--- src/rtl/subq_ser_pkg.sv ---
package subq_ser_pkg;

    typedef enum logic [1:0] {
        ST_IDLE  = 2'd0,
        ST_PAUSE = 2'd1,
        ST_SHIFT = 2'd2,
        ST_GAP   = 2'd3
    } ser_state_e;

    // Duration at speed factor n, never shorter than one cycle.
    function automatic int scaled(input int base, input int n);
        int q;
        q = base / n;
        return (q < 1) ? 1 : q;
    endfunction

    function automatic int imax(input int a, input int b);
        return (a > b) ? a : b;
    endfunction

endpackage

--- src/rtl/subq_rate_tbl.sv ---
module subq_rate_tbl #(
    parameter int SPD_W        = 2,
    parameter int CNT_W        = 9,
    parameter int BIT_CYC1     = 24,
    parameter int PAUSE_CYC1   = 432,
    parameter int GAP_MIN_CYC1 = 24,
    parameter int GAP_MAX_CYC1 = 192
) (
    input  logic [SPD_W-1:0] spd,
    output logic [CNT_W-1:0] bit_len,
    output logic [CNT_W-1:0] pause_len,
    output logic [CNT_W-1:0] gmin_len,
    output logic [CNT_W-1:0] gmax_len
);
    localparam int N_SPEEDS = 1 << SPD_W;

    logic [CNT_W-1:0] bit_tab   [N_SPEEDS];
    logic [CNT_W-1:0] pause_tab [N_SPEEDS];
    logic [CNT_W-1:0] gmin_tab  [N_SPEEDS];
    logic [CNT_W-1:0] gmax_tab  [N_SPEEDS];

    for (genvar g = 0; g < N_SPEEDS; g++) begin : g_spd
        localparam int BL = subq_ser_pkg::scaled(BIT_CYC1, g + 1);
        localparam int PL = subq_ser_pkg::scaled(PAUSE_CYC1, g + 1);
        localparam int NL = subq_ser_pkg::scaled(GAP_MIN_CYC1, g + 1);
        localparam int XL = subq_ser_pkg::scaled(GAP_MAX_CYC1, g + 1);
        assign bit_tab[g]   = CNT_W'(BL);
        assign pause_tab[g] = CNT_W'(PL);
        assign gmin_tab[g]  = CNT_W'(NL);
        assign gmax_tab[g]  = CNT_W'(XL);
    end

    assign bit_len   = bit_tab[spd];
    assign pause_len = pause_tab[spd];
    assign gmin_len  = gmin_tab[spd];
    assign gmax_len  = gmax_tab[spd];

endmodule

--- src/rtl/subq_bit_shifter.sv ---
module subq_bit_shifter #(
    parameter int FRAME_W = 8,
    parameter int CNT_W   = 9
) (
    input  logic               clk,
    input  logic               rst_n,
    input  logic               load,
    input  logic [FRAME_W-1:0] load_frame,
    input  logic [CNT_W-1:0]   bit_len,
    output logic               line,
    output logic               last
);
    localparam int IDX_W = $clog2(FRAME_W);

    typedef struct packed {
        logic [FRAME_W-1:0] sreg;
        logic [IDX_W-1:0]   idx;
        logic [CNT_W-1:0]   tick;
        logic               active;
    } sh_t;

    sh_t sh_d, sh_q;
    logic slot_end;

    always_comb begin
        sh_d     = sh_q;
        slot_end = sh_q.active && (sh_q.tick == bit_len - CNT_W'(1));
        last     = slot_end && (sh_q.idx == IDX_W'(FRAME_W - 1));
        if (load) begin
            sh_d.sreg   = load_frame;
            sh_d.idx    = '0;
            sh_d.tick   = '0;
            sh_d.active = 1'b1;
        end else if (sh_q.active) begin
            if (slot_end) begin
                sh_d.tick = '0;
                if (last) begin
                    sh_d.active = 1'b0;
                end else begin
                    sh_d.idx  = sh_q.idx + IDX_W'(1);
                    sh_d.sreg = {sh_q.sreg[FRAME_W-2:0], 1'b0};
                end
            end else begin
                sh_d.tick = sh_q.tick + CNT_W'(1);
            end
        end
    end

    always_ff @(posedge clk or negedge rst_n) begin
        if (!rst_n) sh_q <= '0;
        else        sh_q <= sh_d;
    end

    assign line = sh_q.active & sh_q.sreg[FRAME_W-1];

    logic act_q;
    logic [CNT_W-1:0] tick_q;
    assign act_q  = sh_q.active;
    assign tick_q = sh_q.tick;

    // a bit slot holds its level for the whole bit time
    p_slot_steady_r3: assert property (@(posedge clk) disable iff (!rst_n)
        (act_q && tick_q != '0) |-> $stable(line))
        else $error("bit level changed inside a slot");

    // the line drops to idle once the last slot is over
    p_quiet_after_last_r3: assert property (@(posedge clk) disable iff (!rst_n)
        (last && !load) |=> !line)
        else $error("line not idle after last slot");

endmodule

--- src/rtl/subq_async_ser.sv ---
module subq_async_ser #(
    parameter int SYM_W        = 7,
    parameter int SPD_W        = 2,
    parameter int BLOCK_BYTES  = 96,
    parameter int BIT_CYC1     = 24,
    parameter int PAUSE_CYC1   = 432,
    parameter int GAP_MIN_CYC1 = 24,
    parameter int GAP_MAX_CYC1 = 192
) (
    input  logic             clk,
    input  logic             rst_n,
    input  logic [SPD_W-1:0] speed_sel,
    input  logic             sym_valid,
    input  logic [SYM_W-1:0] sym_data,
    input  logic             sym_block,
    output logic             sym_ready,
    output logic             ser_out,
    output logic             underrun
);
    import subq_ser_pkg::*;

    localparam int FRAME_W = SYM_W + 1;
    localparam int CNT_MAX = imax(imax(PAUSE_CYC1, GAP_MAX_CYC1), imax(BIT_CYC1, GAP_MIN_CYC1));
    localparam int CNT_W   = $clog2(CNT_MAX + 1);
    localparam int BYTE_W  = $clog2(BLOCK_BYTES + 1);

    typedef struct packed {
        ser_state_e        state;
        logic [CNT_W-1:0]  cnt;
        logic [BYTE_W-1:0] bytes;
        logic [SPD_W-1:0]  spd;
        logic [SYM_W-1:0]  sym;
        logic              und;
    } ctl_t;

    ctl_t ctl_d, ctl_q;

    logic [CNT_W-1:0]   bit_len, pause_len, gmin_len, gmax_len;
    logic               sh_load, sh_last, sh_line;
    logic [FRAME_W-1:0] sh_frame;

    subq_rate_tbl #(
        .SPD_W       (SPD_W),
        .CNT_W       (CNT_W),
        .BIT_CYC1    (BIT_CYC1),
        .PAUSE_CYC1  (PAUSE_CYC1),
        .GAP_MIN_CYC1(GAP_MIN_CYC1),
        .GAP_MAX_CYC1(GAP_MAX_CYC1)
    ) u_rate (
        .spd      (ctl_q.spd),
        .bit_len  (bit_len),
        .pause_len(pause_len),
        .gmin_len (gmin_len),
        .gmax_len (gmax_len)
    );

    subq_bit_shifter #(
        .FRAME_W(FRAME_W),
        .CNT_W  (CNT_W)
    ) u_shift (
        .clk       (clk),
        .rst_n     (rst_n),
        .load      (sh_load),
        .load_frame(sh_frame),
        .bit_len   (bit_len),
        .line      (sh_line),
        .last      (sh_last)
    );

    always_comb begin
        ctl_d     = ctl_q;
        ctl_d.und = 1'b0;
        sh_load   = 1'b0;
        sh_frame  = {1'b1, ctl_q.sym};
        sym_ready = 1'b0;
        unique case (ctl_q.state)
            ST_IDLE: begin
                sym_ready = 1'b1;
                if (sym_valid && sym_block) begin
                    ctl_d.sym   = sym_data;
                    ctl_d.spd   = speed_sel;
                    ctl_d.cnt   = '0;
                    ctl_d.state = ST_PAUSE;
                end
            end
            ST_PAUSE: begin
                if (ctl_q.cnt == pause_len - CNT_W'(1)) begin
                    sh_load     = 1'b1;
                    ctl_d.bytes = BYTE_W'(1);
                    ctl_d.state = ST_SHIFT;
                end else begin
                    ctl_d.cnt = ctl_q.cnt + CNT_W'(1);
                end
            end
            ST_SHIFT: begin
                if (sh_last) begin
                    ctl_d.cnt   = '0;
                    ctl_d.state = (ctl_q.bytes == BYTE_W'(BLOCK_BYTES)) ? ST_IDLE : ST_GAP;
                end
            end
            ST_GAP: begin
                sym_ready = (ctl_q.cnt >= gmin_len - CNT_W'(1));
                if (sym_ready && sym_valid) begin
                    if (sym_block) begin
                        ctl_d.sym   = sym_data;
                        ctl_d.cnt   = '0;
                        ctl_d.bytes = '0;
                        ctl_d.state = ST_PAUSE;
                    end else begin
                        sh_load     = 1'b1;
                        sh_frame    = {1'b1, sym_data};
                        ctl_d.bytes = ctl_q.bytes + BYTE_W'(1);
                        ctl_d.state = ST_SHIFT;
                    end
                end else if (ctl_q.cnt >= gmax_len - CNT_W'(1)) begin
                    ctl_d.und   = 1'b1;
                    ctl_d.state = ST_IDLE;
                end else begin
                    ctl_d.cnt = ctl_q.cnt + CNT_W'(1);
                end
            end
            default: ctl_d.state = ST_IDLE;
        endcase
    end

    always_ff @(posedge clk or negedge rst_n) begin
        if (!rst_n) begin
            ctl_q       <= '0;
            ctl_q.state <= ST_IDLE;
        end else begin
            ctl_q <= ctl_d;
        end
    end

    assign ser_out  = sh_line;
    assign underrun = ctl_q.und;

    ser_state_e st_q;
    assign st_q = ctl_q.state;

    // the line is low everywhere outside a byte
    p_quiet_outside_byte_r4: assert property (@(posedge clk) disable iff (!rst_n)
        (st_q != ST_SHIFT) |-> !ser_out)
        else $error("line high outside a byte");

    // a loaded byte opens with its start bit
    p_start_bit_r3: assert property (@(posedge clk) disable iff (!rst_n)
        sh_load |=> ser_out)
        else $error("missing start bit");

    // underrun is only seen once back in idle with the line low
    p_underrun_idle_r6: assert property (@(posedge clk) disable iff (!rst_n)
        underrun |-> (st_q == ST_IDLE && !ser_out && sym_ready))
        else $error("underrun outside idle");

    // underrun never lasts two cycles
    p_underrun_pulse_r6: assert property (@(posedge clk) disable iff (!rst_n)
        underrun |=> !underrun)
        else $error("underrun longer than one cycle");

    // the byte count never passes the block size
    p_byte_bound_r8: assert property (@(posedge clk) disable iff (!rst_n)
        ctl_q.bytes <= BYTE_W'(BLOCK_BYTES))
        else $error("byte count past block size");

endmodule

--- config.mk ---
export PLATFORM = sky130hd
export DESIGN_NAME = subq_async_ser
export DESIGN_NICKNAME = d
export VERILOG_FILES = /design/src/rtl/subq_ser_pkg.sv /design/src/rtl/subq_rate_tbl.sv /design/src/rtl/subq_bit_shifter.sv /design/src/rtl/subq_async_ser.sv
export SDC_FILE = /design/constraint.sdc
export NUM_CORES = 1
export LEC_CHECK = 0
export BUFFER_PORTS_ARGS = -buffer_cell sky130_fd_sc_hd__buf_2
export CELL_PAD_IN_SITES_DETAIL_PLACEMENT = 1
export CELL_PAD_IN_SITES_GLOBAL_PLACEMENT = 1
export CORE_MARGIN = 5
export CORE_UTILIZATION = 40
export DETAILED_ROUTE_END_ITERATION = 16
export GPL_TIMING_DRIVEN = 0
export PLACE_DENSITY_LB_ADDON = 0.1
export SLEW_MARGIN = 5
export SYNTH_ARGS = -nofsm -noshare
export SYNTH_HDL_FRONTEND = slang
export SYNTH_SLANG_ARGS = --single-unit
--- constraint.sdc ---
create_clock -name clk -period 5.6 [get_ports clk]
set_input_delay 1.12 -clock clk [delete_from_list [all_inputs] [get_ports clk]]
set_output_delay 1.12 -clock clk [all_outputs]
set_load 0.01 [all_outputs]
==> flow_metrics.env <==
export IMPL_crit_buf_inv=3
export IMPL_path_clk_slew_ns=0.10
export IMPL_power_density_nw_per_um2=167
export IMPL_worstHoldPathType="flip-flop to flip-flop"
export IMPL_h_tree_depth=2
export IMPL_tritoncts="done"
export IMPL_synthCells=329
export IMPL_syn_avg_cell_area_sq_um=9.96
export IMPL_viasPerCell=5.48
export IMPL_numCtsBuffers=5
export IMPL_drtPass1Iterations=4
export IMPL_drive_gt1_share_pct=16.9
export IMPL_vdd_drop_max_mv=0.0910
export IMPL_ant_nets=0
export IMPL_slew_headroom_pct=24.0
export IMPL_antenna_found_initial=0
export IMPL_grt_pass1_wl_mm=13.7
export IMPL_drtIter0Drc=78
export IMPL_skew_ns=0.0103
export IMPL_crit_chain="inv_1 -> ha_1 -> inv_1 -> ha_1 -> a211o_1 -> a21oi_1 -> nor3b_1 -> o21ai_0 -> a21oi_1 -> buf_2"
export IMPL_postCtsResizedCells=0
export IMPL_drc_errors=0
export IMPL_arrival_ns=2.76
export IMPL_die_h_microns=101
export IMPL_r2r_slack_ns=2.42
export IMPL_final_nets=395
export IMPL_area_growth_syn_to_layout_pct=9.43
export IMPL_path_class="flip-flop to primary output"
export IMPL_io_pin_count=16
export IMPL_grt_overflow=0
export IMPL_cp_max_fo=6
export IMPL_fillers=965
export IMPL_grt_max_degree=50
export IMPL_ys_ff_latch=49
export IMPL_vias=2528
export IMPL_postCtsSetupRepairBufs=0
export IMPL_whs_endpoint="u_shift.sh_q[20]$_DFFE_PN0P_"
export IMPL_rsz0062_at_grt="false"
export IMPL_startpoint_type="flip-flop"
export IMPL_chipWidth_microns=101
export IMPL_worstMarginPinSlew_ns=1.14
export IMPL_cts_buffer_depth=2
export IMPL_start_util_pct=40.5
export IMPL_avgRoutedWirePerCell_microns=17.0
export IMPL_min_period_over_period_pct=69.3
export IMPL_synthFlopType="dfrtp_1"
export IMPL_core_area_sq_um=8090
export IMPL_async_flop_share_pct=100
export IMPL_layout_min_cycle_time_ns=3.88
export IMPL_port_buffers=15
export IMPL_rr_startpoint="ctl_q[8]$_DFFE_PN0P_"
export IMPL_hold_viol=0
export IMPL_yosys_warnings=0
export IMPL_min_from="u_shift.sh_q[20]$_DFFE_PN0P_"
export IMPL_end_kind="primary output"
export IMPL_ys_seq_area_share_pct=37.4
export IMPL_diodes=0
export IMPL_yosysUniqueCellTypes=58
export IMPL_globalplace_congestion=0.780
export IMPL_synth_edf_count=0
export IMPL_setup_tns_ns=0
export IMPL_clock_latency_ns=0.31
export IMPL_r2r_cells=11
export IMPL_status="finished, final reports clean"
export IMPL_worst_path_max_delay_cell="dfrtp_1"
export IMPL_placed_cells=453
export IMPL_netlist_area_sq_um=3280
export IMPL_rr_endpoint="u_shift.sh_q[18]$_DFFE_PN0P_"
export IMPL_power_leakage_nw=1.70
export IMPL_hold_depth=1
export IMPL_dp_hpwl_mm=5.87
export IMPL_drv_cap=0
export IMPL_cts_root_buf="clkbuf_8"
export IMPL_hold_buffers=0
export IMPL_num_rows=33
export IMPL_drt_wl_total_mm=7.84
export IMPL_slew_violations=0
export IMPL_cp_top_family="compound AO/OA/AOI/OAI gates"
export IMPL_cp_required_ns=4.48
export IMPL_cts_sinks=49
export IMPL_grt_pass1_vias=2701
export IMPL_layout_cells_non_filler=461
export IMPL_max_stage_delay_ns=0.46
export IMPL_grt_usage_pct=16.9
export IMPL_die_area_sq_um=10100
export IMPL_final_setup_viol_count=0
export IMPL_timing_fmax_mhz=258
[layout make-up]
class / count / area, sq um / area share (%)
plain buffers: 9 / 46.3 / 1.29
well taps: 105 / 131 / 3.66
flip-flops and latches: 49 / 1230 / 34.2
multi-input cells: 254 / 1940 / 54.1
repair buffers: 15 / 75.1 / 2.09
inverters: 21 / 78.8 / 2.20
clock buffers: 6 / 72.6 / 2.02
clock inverters: 2 / 15.0 / 0.419
[power breakdown]
| part | total [mW] | internal [mW] | switching, mW |
|---|---|---|---|
| clock | 0.223 | 0.0885 | 0.134 |
| combinational | 0.0215 | 0.00701 | 0.0145 |
| sequential | 0.356 | 0.355 | 0.000880 |
| total | 0.600 | 0.451 | 0.149 |
[placed cells by master (no fill, tap or decap), types with 4 or more instances in the layout]
cell,count
nand3b_1,5
mux2_2,22
xnor2_1,5
o211ai_1,8
nor2b_1,4
a21oi_1,10
conb_1,5
nand2_1,22
and2_1,4
clkbuf_1,7
dfrtp_1,49
ha_1,27
a21o_1,4
and3_1,10
nand2b_1,11
buf_2,16
a31oi_1,12
mux2i_1,8
o21ai_0,16
clkbuf_8,5
o2bb2ai_1,4
inv_1,21
nor2_1,11
xor2_1,5
nand3_1,17
[cells by family after synthesis]
logic type                 share of synthesized area [%]
DFF                                                 37.4
muxes                                               10.5
adders and majority gates                           10.3
buffers and inverters                               3.82
xor gates and xnor gates                            2.67
other                                              0.114
and+or+nand+nor                                     18.3
AOI/OAI and AO/OA                                   16.9
[Yosys cell counts, types with 2 or more instances]
master / number / area share, %
and4_1: 2 / 0.53
o221ai_1: 2 / 0.53
ha_1: 27 / 10
o21ai_0: 16 / 2.4
a22o_1: 2 / 0.53
o31ai_1: 3 / 0.69
nand3b_1: 5 / 1.1
nor2b_1: 4 / 0.76
nand2_1: 22 / 2.5
nand3_1: 17 / 2.6
or3_1: 3 / 0.57
dfrtp_1: 49 / 37
a31oi_1: 12 / 2.3
nor2_1: 11 / 1.3
o211ai_1: 8 / 1.8
nand4_1: 3 / 0.57
mux2_2: 22 / 7.6
a21o_1: 4 / 0.92
a21oi_1: 10 / 1.5
a31o_2: 2 / 0.53
and2_1: 4 / 0.76
o2bb2ai_1: 4 / 1.1
clkbuf_1: 6 / 0.69
mux2i_1: 8 / 2.4
inv_1: 21 / 2.4
o21a_1: 3 / 0.69
xor2_1: 5 / 1.3
xnor2_1: 5 / 1.3
nand2b_1: 11 / 2.1
and3_1: 10 / 1.9
[routing by layer]
metal  GRT usage, %  routed length (microns)
met1           22.7                     3740
met2           28.8                     3900
met3           2.08                      110
met4           4.35                       82
met5              0                        0
[metrics by stage]
stage | hold slack (ns) | setup WS (ns) | instance area [sq um] | util, % | total power [mW]
after global routing | 0.531 | 1.45 | 3590 | 44.3 | 0.629
after floorplan | 0.445 | 2.52 | 3290 | - | 0.370
after global placement | 0.468 | 2.10 | 3500 | 43.2 | 0.385
final | 0.506 | 1.72 | 3590 | 44.3 | 0.600
after CTS | 0.510 | 1.67 | 3590 | 44.3 | 0.612
after detailed placement | 0.492 | 2.04 | 3500 | 43.2 | 0.386
[sequential cells by signal, summed over array words and instances, names as in the netlist]
signal,cells
underrun,1
st_q,2
u_shift.act_q,1
u_shift.tick_q,9
ctl_q,25
u_shift.sh_q,11
[worst max-delay path by stage]
stage                                     from        end  slack (ns)  cells after the start
after floorplan           ctl_q[8]$_DFFE_PN0P_  sym_ready        2.52                      9
after global placement    ctl_q[8]$_DFFE_PN0P_  sym_ready        2.10                     10
after detailed placement  ctl_q[8]$_DFFE_PN0P_  sym_ready        2.04                     10
after CTS                 ctl_q[8]$_DFFE_PN0P_  sym_ready        1.67                     10
after global routing      ctl_q[8]$_DFFE_PN0P_  sym_ready        1.45                     10
final                     ctl_q[8]$_DFFE_PN0P_  sym_ready        1.72                     10
Note: power is estimated with default switching activity, not from simulation.
